<file path="src/rtl/mcf_pkg.sv">
package mcf_pkg;
  localparam int STATE_W = 4;
  localparam int OP_W    = 6;
  localparam int SEL_W   = 2;

  localparam logic [STATE_W-1:0] ST_FETCH  = 4'd0;
  localparam logic [STATE_W-1:0] ST_DECODE = 4'd1;
  localparam logic [STATE_W-1:0] ST_MADDR  = 4'd2;
  localparam logic [STATE_W-1:0] ST_MREAD  = 4'd3;
  localparam logic [STATE_W-1:0] ST_LDWB   = 4'd4;
  localparam logic [STATE_W-1:0] ST_MWRITE = 4'd5;
  localparam logic [STATE_W-1:0] ST_EXEC   = 4'd6;
  localparam logic [STATE_W-1:0] ST_RWB    = 4'd7;
  localparam logic [STATE_W-1:0] ST_BRANCH = 4'd8;
  localparam logic [STATE_W-1:0] ST_JUMP   = 4'd9;
  localparam logic [STATE_W-1:0] ST_LINK   = 4'd10;

  localparam logic [OP_W-1:0] OP_RTYPE = 6'b000000;
  localparam logic [OP_W-1:0] OP_LOAD  = 6'b100011;
  localparam logic [OP_W-1:0] OP_STORE = 6'b101011;
  localparam logic [OP_W-1:0] OP_BEQ   = 6'b000100;
  localparam logic [OP_W-1:0] OP_JMP   = 6'b000010;
  localparam logic [OP_W-1:0] OP_JLINK = 6'b000011;

  typedef struct packed {
    logic             pc_wr;
    logic             pc_wr_cond;
    logic [SEL_W-1:0] pc_sel;
    logic             addr_sel;
    logic             mem_rd;
    logic             mem_wr;
    logic             ir_wr;
    logic [SEL_W-1:0] dst_sel;
    logic [SEL_W-1:0] wb_sel;
    logic             rf_wr;
    logic             alua_sel;
    logic [SEL_W-1:0] alub_sel;
    logic [SEL_W-1:0] alu_mode;
  } ctrl_t;
endpackage

</file>
<file path="src/rtl/mcf_next_state.sv">
module mcf_next_state
  import mcf_pkg::*;
(
  input  logic [STATE_W-1:0] state,
  input  logic [OP_W-1:0]    opcode,
  output logic [STATE_W-1:0] next_state
);
  logic in_fetch, in_decode, in_maddr, in_mread, in_exec;
  logic op_r, op_ld, op_st, op_beq, op_j, op_jl;

  assign in_fetch  = (state == ST_FETCH);
  assign in_decode = (state == ST_DECODE);
  assign in_maddr  = (state == ST_MADDR);
  assign in_mread  = (state == ST_MREAD);
  assign in_exec   = (state == ST_EXEC);

  assign op_r   = (opcode == OP_RTYPE);
  assign op_ld  = (opcode == OP_LOAD);
  assign op_st  = (opcode == OP_STORE);
  assign op_beq = (opcode == OP_BEQ);
  assign op_j   = (opcode == OP_JMP);
  assign op_jl  = (opcode == OP_JLINK);

  // One product term per transition that sets the bit; unlisted steps fall to 0
  assign next_state[0] = in_fetch
                       | (in_maddr  & op_ld)
                       | (in_maddr  & op_st)
                       | in_exec
                       | (in_decode & op_j);
  assign next_state[1] = (in_decode & op_ld)
                       | (in_decode & op_st)
                       | (in_maddr  & op_ld)
                       | (in_decode & op_r)
                       | in_exec
                       | (in_decode & op_jl);
  assign next_state[2] = in_mread
                       | (in_maddr  & op_st)
                       | (in_decode & op_r)
                       | in_exec;
  assign next_state[3] = (in_decode & op_beq)
                       | (in_decode & op_j)
                       | (in_decode & op_jl);
endmodule

</file>
<file path="src/rtl/mcf_ctrl_decode.sv">
module mcf_ctrl_decode
  import mcf_pkg::*;
(
  input  logic [STATE_W-1:0] state,
  output ctrl_t              ctrl
);
  always_comb begin
    ctrl = '0;
    case (state)
      ST_FETCH: begin
        ctrl.pc_wr    = 1'b1;
        ctrl.mem_rd   = 1'b1;
        ctrl.ir_wr    = 1'b1;
        ctrl.alub_sel = 2'b01;
      end
      ST_DECODE: ctrl.alub_sel = 2'b11;
      ST_MADDR: begin
        ctrl.alua_sel = 1'b1;
        ctrl.alub_sel = 2'b10;
      end
      ST_MREAD: begin
        ctrl.mem_rd   = 1'b1;
        ctrl.addr_sel = 1'b1;
      end
      ST_LDWB: begin
        ctrl.rf_wr  = 1'b1;
        ctrl.wb_sel = 2'b01;
      end
      ST_MWRITE: begin
        ctrl.mem_wr   = 1'b1;
        ctrl.addr_sel = 1'b1;
      end
      ST_EXEC: begin
        ctrl.alua_sel = 1'b1;
        ctrl.alu_mode = 2'b10;
      end
      ST_RWB: begin
        ctrl.rf_wr   = 1'b1;
        ctrl.dst_sel = 2'b01;
      end
      ST_BRANCH: begin
        ctrl.pc_wr_cond = 1'b1;
        ctrl.pc_sel     = 2'b01;
        ctrl.alua_sel   = 1'b1;
        ctrl.alu_mode   = 2'b01;
      end
      ST_JUMP: begin
        ctrl.pc_wr  = 1'b1;
        ctrl.pc_sel = 2'b10;
      end
      ST_LINK: begin
        ctrl.pc_wr   = 1'b1;
        ctrl.pc_sel  = 2'b10;
        ctrl.rf_wr   = 1'b1;
        ctrl.dst_sel = 2'b10;
        ctrl.wb_sel  = 2'b10;
      end
      default: ctrl = '0;
    endcase
  end
endmodule

</file>
<file path="src/rtl/mc_ctrl_fsm.sv">
module mc_ctrl_fsm
  import mcf_pkg::*;
(
  input  logic               clk,
  input  logic               rst,
  input  logic [OP_W-1:0]    opcode,
  output logic [STATE_W-1:0] state_o,
  output logic               pc_wr,
  output logic               pc_wr_cond,
  output logic [SEL_W-1:0]   pc_sel,
  output logic [SEL_W-1:0]   addr_sel,
  output logic               mem_rd,
  output logic               mem_wr,
  output logic               ir_wr,
  output logic [SEL_W-1:0]   dst_sel,
  output logic [SEL_W-1:0]   wb_sel,
  output logic               rf_wr,
  output logic               alua_sel,
  output logic [SEL_W-1:0]   alub_sel,
  output logic [SEL_W-1:0]   alu_mode
);
  logic [STATE_W-1:0] state_q, ns_d, dec_in;
  ctrl_t              ctrl_d, ctrl_q;

  mcf_next_state u_next (
    .state      (state_q),
    .opcode     (opcode),
    .next_state (ns_d)
  );

  // Decode the step about to be entered so the control register lines up with it
  assign dec_in = rst ? ST_FETCH : ns_d;

  mcf_ctrl_decode u_dec (
    .state (dec_in),
    .ctrl  (ctrl_d)
  );

  always_ff @(posedge clk) begin
    state_q <= dec_in;
    ctrl_q  <= ctrl_d;
  end

  assign state_o    = state_q;
  assign pc_wr      = ctrl_q.pc_wr;
  assign pc_wr_cond = ctrl_q.pc_wr_cond;
  assign pc_sel     = ctrl_q.pc_sel;
  assign addr_sel   = {1'b0, ctrl_q.addr_sel};
  assign mem_rd     = ctrl_q.mem_rd;
  assign mem_wr     = ctrl_q.mem_wr;
  assign ir_wr      = ctrl_q.ir_wr;
  assign dst_sel    = ctrl_q.dst_sel;
  assign wb_sel     = ctrl_q.wb_sel;
  assign rf_wr      = ctrl_q.rf_wr;
  assign alua_sel   = ctrl_q.alua_sel;
  assign alub_sel   = ctrl_q.alub_sel;
  assign alu_mode   = ctrl_q.alu_mode;

  AST_FETCH_TO_DECODE: assert property (@(posedge clk) disable iff (rst)
    (state_o == ST_FETCH) |=> (state_o == ST_DECODE));
  AST_LINK_ENTRY: assert property (@(posedge clk) disable iff (rst)
    (state_o == ST_DECODE && opcode == OP_JLINK) |=> (state_o == ST_LINK));
  AST_LINK_CONTROLS: assert property (@(posedge clk) disable iff (rst)
    (state_o == ST_LINK) |-> (pc_wr && rf_wr && pc_sel == 2'b10 && dst_sel == 2'b10 && wb_sel == 2'b10));
  AST_LINK_EXIT: assert property (@(posedge clk) disable iff (rst)
    (state_o == ST_LINK) |=> (state_o == ST_FETCH));
  AST_RTYPE_EXEC: assert property (@(posedge clk) disable iff (rst)
    (state_o == ST_DECODE && opcode == OP_RTYPE) |=> (state_o == ST_EXEC));
  AST_MEM_EXCLUSIVE: assert property (@(posedge clk) disable iff (rst)
    !(mem_rd && mem_wr));
  AST_JUMP_NO_REGWRITE: assert property (@(posedge clk) disable iff (rst)
    (state_o == ST_JUMP) |-> !rf_wr);
endmodule

</file>
<file path="config.mk">
export PLATFORM = sky130hd
export DESIGN_NAME = mc_ctrl_fsm
export DESIGN_NICKNAME = d
export VERILOG_FILES = /design/src/rtl/mcf_pkg.sv /design/src/rtl/mcf_next_state.sv /design/src/rtl/mcf_ctrl_decode.sv /design/src/rtl/mc_ctrl_fsm.sv
export SDC_FILE = /design/constraint.sdc
export NUM_CORES = 1
export LEC_CHECK = 0
export CAP_MARGIN = 20
export CORE_MARGIN = 2
export CORE_UTILIZATION = 63
export DETAILED_ROUTE_END_ITERATION = 12
export DONT_BUFFER_PORTS = 1
export PLACE_DENSITY = 0.79
export SETUP_SLACK_MARGIN = 0.05
export SYNTH_ARGS = -nofsm -noshare
export SYNTH_HDL_FRONTEND = slang
export SYNTH_HIERARCHICAL = 1
export SYNTH_SLANG_ARGS = --single-unit
</file>
<file path="constraint.sdc">
create_clock -name clk -period 3.2 [get_ports clk]
set_input_delay 0.16 -clock clk [delete_from_list [all_inputs] [get_ports clk]]
set_output_delay 0.16 -clock clk [all_outputs]
set_load 0.02 [all_outputs]
</file>
* Yosys cells after proc, flatten, opt, wreduce, memory -nomap -nowiden *
Cells that the tools add are included.

word-level totals
  flip-flop bits (word level) = 22
  bits of input ports = 8
  output and inout bits = 23
  word-level logic and storage cells = 78

cells by class
  equality and inequality tests = 19
  multiplexer cells = 14
  bitwise gates (word level) = 22
  reductions and logical operators = 9

operator list
  operator                                                                count
  4-bit by 3-bit equality test with 1-bit output (second input constant)  5
  4-bit by 2-bit equality test with 1-bit output (second input constant)  4
  2-bit one-hot mux with 2 select lines                                   4
  1-bit OR                                                                14
  4-bit equality test (second input constant)                             3
  6-bit by 2-bit equality test with 1-bit output (second input constant)  2
  6-bit equality test (second input constant)                             2
  3-bit OR reduction                                                      3
  1-bit AND                                                               8
  4-bit by 1-bit equality test with 1-bit output (second input constant)  2
  4-bit zero test                                                         2
  1-bit 2-to-1 mux                                                        8
  6-bit by 3-bit equality test with 1-bit output (second input constant)  1
  6-bit zero test                                                         1
  2-bit one-hot mux with 3 select lines                                   1
  2-bit OR reduction                                                      3
  4-bit 2-to-1 mux                                                        1

* Depth between registers and ports, before layout *
Gate-level depths: netlist of the first run.

  word-level depth = 11
  depth in mapped cells = 9
  depth with buffers taken out = 6

* By module *
The synthesis of the first run kept the hierarchy.

modules (own cells, without submodules)
  module           times used  cells an instance  area an instance (um^2)  sequential area each (um^2)
  mc_ctrl_fsm      1           28                 476.7                    440.4
  mcf_ctrl_decode  1           30                 219.0                    0.0
  mcf_next_state   1           28                 193.9                    0.0

* Worst setup path before layout of the first run *
No wires, ideal clock.

  kind = reg2reg
  from = reg state_q[0] (netlist: state_o[0])
  to = reg ctrl_q (netlist bit rf_wr)
  library setup time = 127 ps
  arrival = 1862 ps
  data required time = 3073 ps
  setup slack = 1211 ps
  cell stages (with the launch flop) = 7
  path buffers = 0
  clock period less this slack = 1989 ps
  path through = dfxtp_1 -> nor3b_2 -> nand3_1 -> o22ai_1 -> nor2b_1 -> and4bb_1 -> or3_1

RTL lines
  item                    RTL line           text
  start, declared         mc_ctrl_fsm.sv:22  logic [STATE_W-1:0] state_q, ns_d, dec_in;
  start signal, assigned  mc_ctrl_fsm.sv:40  state_q <= dec_in;
  end signal, assigned    mc_ctrl_fsm.sv:41  ctrl_q <= ctrl_d;
  end, declared           mc_ctrl_fsm.sv:23  ctrl_t ctrl_d, ctrl_q;

==> results of run 1 <==
-- sequential cells by signal (all words and copies together), names as in the netlist, 2 cells and up --
register and cells:
alu_mode 2, alub_sel 2, dst_sel 2, pc_sel 2, state_o 4, wb_sel 2
-- power by group --
group          internal, mW  switching [mW]  leakage, nW  total (mW)
clock network        0.0438          0.0660       0.0138       0.110
logic                0.0144          0.0134        0.140      0.0277
registers             0.281          0.0129        0.179       0.294
total                 0.339          0.0922        0.333       0.431
-- cells in the final DEF (no fill, tap or decap) --
cell,synthesis,final
nor2_1,7,7
or3_1,1,1
dlygate4sd3_1,0,1
clkbuf_4,0,3
or3b_1,1,1
o22ai_1,1,1
nand2b_1,5,5
nor2b_1,4,4
and4bb_4,1,1
nand2_1,2,2
inv_1,1,1
nand4b_1,2,2
nand4_1,1,1
nor4b_2,1,1
dfxtp_1,22,22
nor4_2,1,1
nand3b_1,1,1
o21ai_0,1,1
and4bb_1,1,1
and3b_1,1,1
and4b_1,1,1
a31o_1,1,1
nand3_1,1,1
mux2i_1,1,1
nor4_1,1,1
nor4bb_1,2,2
nor3b_1,1,1
o211ai_1,1,1
o21ai_1,1,1
a31oi_1,1,1
buf_4,5,4
a311oi_1,1,1
a21oi_1,2,2
xnor2_1,3,3
conb_1,1,1
nor3b_2,2,2
nor3_1,4,4
-- metrics by stage --
step                hold WS, ns  setup WS, ns  utilization [%]
finish                    0.114         0.859             69.7
detailed placement        0.320         0.862             67.2
global route             0.0947         0.633             69.7
floorplan                 0.255          1.21                -
global placement          0.299         0.984             67.2
CTS                     0.00382         0.840             68.9
-- worst paths after layout --
path         slack [ns]    endpoint  startpoint
max                0.86       rf_wr  state_o[0]
min                0.11  state_o[0]         rst
max reg2reg        0.86       rf_wr  state_o[0]
min reg2reg        0.99  state_o[2]  state_o[1]
-- cell families (layout without fill, tap and decap cells) --
logic type / Yosys count / in the layout / synth area share [%]
AO/OA/AOI/OAI: 9 / 9 / 6.47
XOR/XNOR: 3 / 3 / 2.95
buffers and inverters: 9 / 9 / 6.33
flip-flops: 22 / 22 / 49.5
multiplexers: 1 / 1 / 1.13
other: 1 / 1 / 0.422
AND/OR/NAND/NOR: 41 / 41 / 33.2
-- layer usage --
metal | global-route usage (%) | up-vias
met3 | 6.96 | 4
met2 | 25.9 | 22
met4 | 5.81 | 0
li1 | - | 301
met1 | 19.3 | 263
met5 | 0 | -
-- final cells by class --
| cell class | instances | area (um2) |
|---|---|---|
| sequential | 22 | 440 |
| fill | 97 | 399 |
| multi-input combinational | 55 | 393 |
| timing repair buffer | 5 | 40.0 |
| clock buffer | 3 | 22.5 |
| tap | 15 | 18.8 |
| inverter | 1 | 3.75 |
-- critical path, stage by stage (launching register included) --
cell	delay, ns
dfxtp_1	0.55
nor3b_2	0.37
nand2_1	0.08
nor2_1	0.09
nor2b_1	0.35
buf_4	0.24
and4b_1	0.21
or3_1	0.33
==> reports/metrics.cfg, run 1 <==
[synthesis]
syn_inst = 86
ys_seq_area_share_pct = 49.5
synth_most_common_cell = dfxtp_1
synth_edf_count = 0
ys_ff_latch = 22
yosys.area.top_type = dfxtp_1
netlist.area_leader.share_pct = 49.5
synth.distinct_cells = 36
yosys-top-cells-area = dfxtp_1 50%, buf_4 4.2%, nand2b_1 3.5%
syn_avg_cell_area_um2 = 10.3
ys.flop_type = dfxtp_1
syn_area_um2 = 890
ys_warn_count = 6
syn-num-nets = 94
async_reset_ff_share_pct = 0
yosys-top-cells-count = 22 x dfxtp_1, 7 x nor2_1, 5 x buf_4, 5 x nand2b_1

[route]
wirelength_met1_um = 584
drc_errors = 0
topRoutingLayerUsed = met4
routed-via-count = 590
wire_per_inst_um = 13.1
post_drt_via_cell_ratio = 5.84
ant_nets = 0
wl_met3_um = 83
routed_wl_um = 1320
drt-pass1-iter-count = 4
drt_iter0_drc = 13
wl_met2_um = 640

[floorplan]
die_area_um2 = 1730
start_util_pct = 67.5
core-area_um2 = 1320
die-width_um = 41.6
ioPinCount = 31
rows = 13
die_h_um = 41.6

[placed_design]
dpl_cell_area_um2 = 886
gp_congestion = 0.863
place_inst = 97
port_buffers = 0
hpwl_um = 975

[pwr]
power_mw = 0.431
power_density_nw_per_um2 = 469
p_leak_nw = 0.333
peakVddDrop_mv = 0.292

[timing]
rsz0062_at_grt = no
finalSetupTns_ns = 0
timing.final.crit_share_pct = 73.2
hold_viol = 0
setup_violations = 0
period_minus_slack_ns = 2.34
fin_skew_ns = 0.00120
maxSlewViolCount = 0
fmax_mhz = 427

[clocking]
cts_tree = yes
cts_resized = 0
cts.sinks = 22
clk_path_buf_depth = 2
cts_buffers = 3
h-tree-depth = 1
cts_hold_buf = 0
clk_pin_slew_ns = 0.09
clock_latency_ns = 0.29
clock_tree.root_cell = clkbuf_4
cts_setup_buffers = 0

[final_layout]
nNetsFinal = 96
final_cells = 101
antenna_cells = 0
drive_gt1_share_pct = 14.0
areaGrowthSynthToFinish_pct = 3.23
final_area_um2 = 918

[setup_path]
reg2regPathDepth = 7
cp-start-kind = flip-flop
end_kind = flip-flop
crit_fanout = 10
worst_ep_arrival_time_ns = 2.52
required_ns = 3.38
critPathKind = reg2reg

[global_routing]
grt_usage_pct = 16.2
antenna_found_initial = 0
grt_pass1_wl_um = 2120
grt_pass1_vias = 473
grt_max_degree = 16
grt_overflow = 0

[hold_path]
worstHoldPathCells = 2
hold_class = in2reg

[job]
maxCapViolCount = 0

[status]
outcome = finished, final reports clean

Power figures use the tool's default switching activity.
==> run 2, diff against run 1 <==
--- a/config.mk
+++ b/config.mk
@@ -7,10 +7,10 @@
 export LEC_CHECK = 0
 export CAP_MARGIN = 20
 export CORE_MARGIN = 2
-export CORE_UTILIZATION = 63
+export CORE_UTILIZATION = 53
 export DETAILED_ROUTE_END_ITERATION = 12
 export DONT_BUFFER_PORTS = 1
-export PLACE_DENSITY = 0.79
+export PLACE_DENSITY = 0.71
 export SETUP_SLACK_MARGIN = 0.05
 export SYNTH_ARGS = -nofsm -noshare
 export SYNTH_HDL_FRONTEND = slang
==> constraint.sdc (replaced) <==
create_clock -name clk -period 2.1 [get_ports clk]
set_input_delay 0.105 -clock clk [delete_from_list [all_inputs] [get_ports clk]]
set_output_delay 0.105 -clock clk [all_outputs]
set_load 0.02 [all_outputs]
==> run 2 against run 1 <==
Against the previous run: die area grew 17%; critical path depth is the same; clock skew is 0.0025 ns higher; via count increased by 6.1%; first-iteration DRC count rose by 7.7%; non-clock buffer count increased by 5; sequential power grew 51%; cell count rose by 5.9%; highest routed layer is now met3.
==> reports/metrics.cfg, run 2 (same netlist as run 1, synthesis figures left out) <==
[timing]
period_minus_slack_ns = 1.93  ; was 2.34 ns
fmax_mhz = 519  ; was 427 MHz
maxSlewViolCount = 0  ; unchanged
setup_violations = 0  ; unchanged
hold_slack_ns = 0.0370  ; was 0.114 ns
finalSetupTns_ns = 0  ; unchanged
rsz0062_at_grt = no  ; unchanged
setup_slack_ns = 0.172  ; was 0.859 ns
timing.final.crit_share_pct = 91.8  ; was 73.2%
hold_viol = 0  ; unchanged
fin_skew_ns = 0.00373  ; was 0.00120 ns

[setup_path]
worst_ep_arrival_time_ns = 2.16  ; was 2.52 ns
crit_fanout = 8  ; was 10
required_ns = 2.33  ; was 3.38 ns
end_kind = flip-flop  ; unchanged
critPathKind = reg2reg  ; unchanged
timing.rr.start = state_o[1]  ; was state_o[0]
crit_start = state_o[1]  ; was state_o[0]
cp-start-kind = flip-flop  ; unchanged

[pwr]
p_comb_share_pct = 7.4  ; was 6.4%
switchingPower_mw = 0.144  ; was 0.0922 mW
p_int_mw = 0.519  ; was 0.339 mW
power_mw = 0.664  ; was 0.431 mW
netSwitchingFraction_pct = 21.7  ; was 21.4%
clkPwrFrac_pct = 25.5  ; about the same
seqPwrFrac_pct = 67.0  ; was 68.1%
power_density_nw_per_um2 = 686  ; was 469 nW/um2
p_leak_nw = 0.361  ; was 0.333 nW
peakVddDrop_mv = 0.549  ; was 0.292 mV

[clocking]
cts_setup_buffers = 0  ; unchanged
cts.sinks = 22  ; unchanged
clock_tree.root_cell = clkbuf_4  ; unchanged
cts_buffers = 3  ; unchanged
clock_latency_ns = 0.29  ; about the same
h-tree-depth = 1  ; unchanged
clk_path_buf_depth = 2  ; unchanged
cts_tree = yes  ; unchanged
clk_pin_slew_ns = 0.10  ; was 0.09 ns

[hold_path]
hold_class = in2reg  ; unchanged
hold_start = rst  ; unchanged

[route]
drc_errors = 0  ; unchanged
post_drt_via_cell_ratio = 5.85  ; was 5.84
drt_iter0_drc = 14  ; was 13
ant_nets = 0  ; unchanged
routed_wl_um = 1600  ; was 1320 um
routed-via-count = 626  ; was 590
drt-pass1-iter-count = 4  ; unchanged
wire_per_inst_um = 15.0  ; was 13.1 um

[floorplan]
die_h_um = 45.0  ; was 41.6 um
start_util_pct = 57.7  ; was 67.5%
die_area_um2 = 2020  ; was 1730 um2
core-area_um2 = 1540  ; was 1320 um2
rows = 14  ; was 13
die-width_um = 45.0  ; was 41.6 um
ioPinCount = 31  ; unchanged

[job]
maxCapViolCount = 0  ; unchanged

[global_routing]
grt_pass1_vias = 551  ; was 473
grt_max_degree = 14  ; was 16
grt_usage_pct = 16.5  ; was 16.2%
antenna_found_initial = 0  ; unchanged
grt_overflow = 0  ; unchanged
grt_pass1_wl_um = 2500  ; was 2120 um

[final_layout]
final_cells = 107  ; was 101
areaGrowthSynthToFinish_pct = 8.72  ; was 3.23%
nNetsFinal = 101  ; was 96
final_cell_mix = 21 x dfxtp_1, 10 x buf_4, 7 x nor2_1, 5 x nand2b_1, 4 x nor3_1  ; was 22 x dfxtp_1, 7 x nor2_1, 5 x nand2b_1
nFillCells = 136  ; was 97
antenna_cells = 0  ; unchanged
layout_commonest_cell = dfxtp_1  ; unchanged
largest_reg_flops = 4  ; unchanged
drive_gt1_share_pct = 23.1  ; was 14.0%

[placed_design]
port_buffers = 0  ; unchanged
place_inst = 104  ; was 97
dpl_worst_slack_ns = 0.127  ; was 0.862 ns
hpwl_um = 1190  ; was 975 um
gp_congestion = 0.837  ; was 0.863

[status]
outcome = finished, final reports clean  ; unchanged

run 2: critical path, stage by stage (launching register included):
cell	delay (ns)
dfxtp_2	0.42
nor3b_1	0.30
a31oi_1	0.14
o211ai_1	0.18
nor2b_2	0.28
buf_4	0.20
xnor2_1	0.16
nor3b_2	0.19
run 2: stage by stage:
stage          cell area (um2)  util, %
4_1_cts                    955     61.9
5_1_grt                    967     62.7
2_1_floorplan              890        -
6_report                   967     62.7
3_3_place_gp               932     60.5
3_5_place_dp               932     60.5
run 2: cell type report:
class | count | area (um2) | share of cell area, %
timing repair buffer | 10 | 75.1 | 7.76
multi-input combinational | 55 | 404 | 41.8
clock buffer | 3 | 22.5 | 2.33
sequential | 22 | 442 | 45.7
inverter | 1 | 3.75 | 0.388
tap | 16 | 20.0 | 2.07
run 2: worst paths after layout:
kind | to | slack, ns | cells after the start
min | state_o[1] | 0.04 | 2
max reg2reg | mem_rd | 0.17 | 7
max | mem_rd | 0.17 | 7
min reg2reg | state_o[2] | 0.88 | 4
run 2: metal layers:
metal | wire [um] | vias up | GRT usage (%) | share of wire [%]
met5 | 0 | - | 0 | 0
met4 | 0 | 0 | 1.76 | 0
met3 | 70 | 0 | 6.40 | 4.4
met2 | 826 | 18 | 25.4 | 51
met1 | 706 | 295 | 22.8 | 44
li1 | - | 313 | - | -
run 2: repair_timing:
| item | in CTS | in global routing |
|---|---|---|
| hold buffers | 0 | 0 |
| endpoints found under the setup margin | 0 | 10 |
| resized for setup | 0 | 4 |
run 2: power by group through the flow:
| stage | Combinational (mW) | Clock, mW | Sequential [mW] |
|---|---|---|---|
| finish | 0.0494 | 0.169 | 0.445 |
| global route | 0.0535 | 0.195 | 0.447 |
| CTS | 0.0478 | 0.175 | 0.445 |
| detailed placement | 0.0477 | 0 | 0.454 |
| global placement | 0.0462 | 0 | 0.454 |
| floorplan | 0.0384 | 0 | 0.456 |
==> run 3, diff against run 2 <==
--- a/config.mk
+++ b/config.mk
@@ -5,13 +5,14 @@
 export SDC_FILE = /design/constraint.sdc
 export NUM_CORES = 1
 export LEC_CHECK = 0
+export ABC_AREA = 1
 export CAP_MARGIN = 20
 export CORE_MARGIN = 2
 export CORE_UTILIZATION = 53
 export DETAILED_ROUTE_END_ITERATION = 12
 export DONT_BUFFER_PORTS = 1
 export PLACE_DENSITY = 0.71
-export SETUP_SLACK_MARGIN = 0.05
+export SETUP_SLACK_MARGIN = 0.1
 export SYNTH_ARGS = -nofsm -noshare
 export SYNTH_HDL_FRONTEND = slang
 export SYNTH_HIERARCHICAL = 1
==> run 3 against run 2 <==
Against the previous run: sequential share of layout area up 0.91 points; non-clock buffer count down 9; flip-flop and latch count unchanged; power up 21%; die area down 1.2%.
==> reports/metrics.cfg, run 3 <==
[final_layout]
nNetsFinal = 132  ; was 101
multi_input_area_um2 = 320  ; was 404 um2
drive_gt1_share_pct = 15.4  ; was 23.1%
nFillCells = 132  ; was 136
layout_commonest_cell = nand2_1  ; was dfxtp_1
areaGrowthSynthToFinish_pct = 8.26  ; was 8.72%
largest_reg_flops = 4  ; unchanged
final_cell_mix = 26 x nand2_1, 24 x inv_1, 20 x dfxtp_1, 16 x nor2_1, 8 x nand3_1  ; was 21 x dfxtp_1, 10 x buf_4, 7 x nor2_1, 5 x nand2b_1, 4 x nor3_1
regArea_um2 = 443  ; was 442 um2
antenna_cells = 0  ; unchanged

[route]
post_drt_via_cell_ratio = 5.02  ; was 5.85
ant_nets = 0  ; unchanged
drt_iter0_drc = 13  ; was 14
routed_wl_um = 1600  ; about the same
routed-via-count = 698  ; was 626
drt-pass1-iter-count = 4  ; unchanged
drc_errors = 0  ; unchanged
wire_per_inst_um = 11.5  ; was 15.0 um

[clocking]
cts_setup_buffers = 0  ; unchanged
cts_buffers = 3  ; unchanged
clock_latency_ns = 0.30  ; was 0.29 ns
cts_tree = yes  ; unchanged
clk_pin_slew_ns = 0.11  ; was 0.10 ns
cts.sinks = 22  ; unchanged
clock_tree.root_cell = clkbuf_4  ; unchanged
h-tree-depth = 1  ; unchanged
clk_path_buf_depth = 2  ; unchanged

[placed_design]
gp_congestion = 0.847  ; was 0.837
hpwl_um = 1180  ; was 1190 um
port_buffers = 0  ; unchanged
dpl_worst_slack_ns = 0.183  ; was 0.127 ns

[synthesis]
netlist.area_leader.share_pct = 50.1  ; was 49.5%
synth_edf_count = 0  ; unchanged
syn_avg_cell_area_um2 = 7.26  ; was 10.3 um2
yosys-top-cells-area = dfxtp_1 50%, nand2_1 11%, inv_1 10%  ; was dfxtp_1 50%, buf_4 4.2%, nand2b_1 3.5%
ys_warn_count = 6  ; unchanged
ys_ff_latch = 22  ; unchanged
syn_inst = 121  ; was 86
async_reset_ff_share_pct = 0  ; unchanged
syn-num-nets = 129  ; was 94
synth.distinct_cells = 18  ; was 36
ys_seq_area_share_pct = 50.1  ; was 49.5%
synth_most_common_cell = nand2_1  ; was dfxtp_1
yosys-top-cells-count = 26 x nand2_1, 24 x inv_1, 22 x dfxtp_1  ; was 22 x dfxtp_1, 7 x nor2_1, 5 x buf_4, 5 x nand2b_1
ys.flop_type = dfxtp_1  ; unchanged
yosys.area.top_type = dfxtp_1  ; unchanged
syn_area_um2 = 878  ; was 890 um2

[timing]
timing.final.crit_share_pct = 87.2  ; was 91.8%
rsz0062_at_grt = no  ; unchanged
maxSlewViolCount = 0  ; unchanged
setup_slack_ns = 0.268  ; was 0.172 ns
fmax_mhz = 546  ; was 519 MHz
finalSetupTns_ns = 0  ; unchanged
hold_viol = 0  ; unchanged
setup_violations = 0  ; unchanged
fin_skew_ns = 0.00360  ; was 0.00373 ns
period_minus_slack_ns = 1.83  ; was 1.93 ns
hold_slack_ns = 0.0671  ; was 0.0370 ns

[setup_path]
critPathKind = reg2reg  ; unchanged
crit_start = state_o[3]  ; was state_o[1]
crit_fanout = 5  ; was 8
cp-start-kind = flip-flop  ; unchanged
required_ns = 2.33  ; about the same
worst_ep_arrival_time_ns = 2.07  ; was 2.16 ns
timing.rr.start = state_o[3]  ; was state_o[1]
end_kind = flip-flop  ; unchanged

[pwr]
power_density_nw_per_um2 = 847  ; was 686 nW/um2
seqPwrFrac_pct = 55.5  ; was 67.0%
switchingPower_mw = 0.170  ; was 0.144 mW
p_leak_nw = 0.494  ; was 0.361 nW
peakVddDrop_mv = 0.654  ; was 0.549 mV
power_mw = 0.806  ; was 0.664 mW
p_int_mw = 0.636  ; was 0.519 mW
p_comb_share_pct = 5.5  ; was 7.4%
netSwitchingFraction_pct = 21.0  ; was 21.7%
clkPwrFrac_pct = 39.0  ; was 25.5%

[job]
maxCapViolCount = 0  ; unchanged

[floorplan]
ioPinCount = 31  ; unchanged
die_area_um2 = 2000  ; was 2020 um2
core-area_um2 = 1520  ; was 1540 um2
rows = 14  ; unchanged
die-width_um = 44.7  ; was 45.0 um
start_util_pct = 57.6  ; was 57.7%
die_h_um = 44.7  ; was 45.0 um

[global_routing]
antenna_found_initial = 0  ; unchanged
grt_overflow = 0  ; unchanged
grt_max_degree = 14  ; unchanged
grt_usage_pct = 17.7  ; was 16.5%
grt_pass1_vias = 667  ; was 551
grt_pass1_wl_um = 2580  ; was 2500 um

[hold_path]
hold_start = opcode[1]  ; was rst
hold_class = in2reg  ; unchanged

[status]
outcome = finished, final reports clean  ; unchanged

run 3: layer usage:
metal | wire [um] | track usage, % | up-vias
met5 | 0 | 0 | -
met4 | 21 | 9.09 | 0
met3 | 97 | 4.00 | 2
met2 | 834 | 30.1 | 20
met1 | 645 | 20.8 | 320
li1 | - | - | 356
run 3: area by class of cell:
| type | instances | share of cell area (%) |
|---|---|---|
| timing repair buffer | 1 | 1.05 |
| multi-input combinational | 68 | 33.7 |
| sequential | 22 | 46.6 |
| clock buffer | 3 | 2.37 |
| clock inverter | 1 | 3.16 |
| tap | 16 | 2.11 |
| inverter | 28 | 11.1 |
run 3: metrics by stage:
step / util (%) / cell area [um2] / instances
2_1_floorplan: - / 878 / 121
3_3_place_gp: 57.5 / 876 / 134
3_5_place_dp: 57.5 / 876 / 134
4_1_cts: 61.6 / 938 / 139
5_1_grt: 62.4 / 951 / 139
6_report: 62.4 / 951 / 139
run 3: power by group through the flow:
stage | sequential [mW] | clock, mW | combinational (mW)
after floorplan | 0.455 | 0 | 0.0349
after global placement | 0.456 | 0 | 0.0382
after detailed placement | 0.456 | 0 | 0.0392
after CTS | 0.447 | 0.319 | 0.0419
after global routing | 0.448 | 0.332 | 0.0508
final | 0.447 | 0.314 | 0.0441
run 3: cell families (layout without fill, tap and decap cells):
group	count (synthesis)	after routing	share of synthesized area (%)
compound gates	4	4	2.28
buf+inv	31	33	14.5
flops	22	22	50.1
other cells	1	1	0.427
simple gates	63	63	32.6
run 3: worst paths after layout:
| check | end | slack (ns) | cells after the start |
|---|---|---|---|
| hold / removal | state_o[0] | 0.07 | 4 |
| setup reg to reg | alua_sel | 0.27 | 12 |
| hold reg to reg | state_o[2] | 0.80 | 4 |
| setup / recovery | alua_sel | 0.27 | 12 |
run 3: timing repair:
| action | CTS | global route |
|---|---|---|
| endpoints found under the hold margin | 4 | 0 |
| endpoints found under the setup margin | 0 | 14 |
| hold buffers | 1 | 0 |
| gates resized for setup | 0 | 5 |
run 3: worst max-delay path, stage by stage (launching register included):
cell and delay (ns):
dfxtp_1 0.40, inv_1 0.11, nand2_2 0.09, nor2_4 0.13
and2_4 0.16, nand2_1 0.04, nand2_1 0.05, inv_1 0.04
nor2_1 0.28, inv_1 0.15, nor2_4 0.12, nand2_1 0.10
o21ai_0 0.10
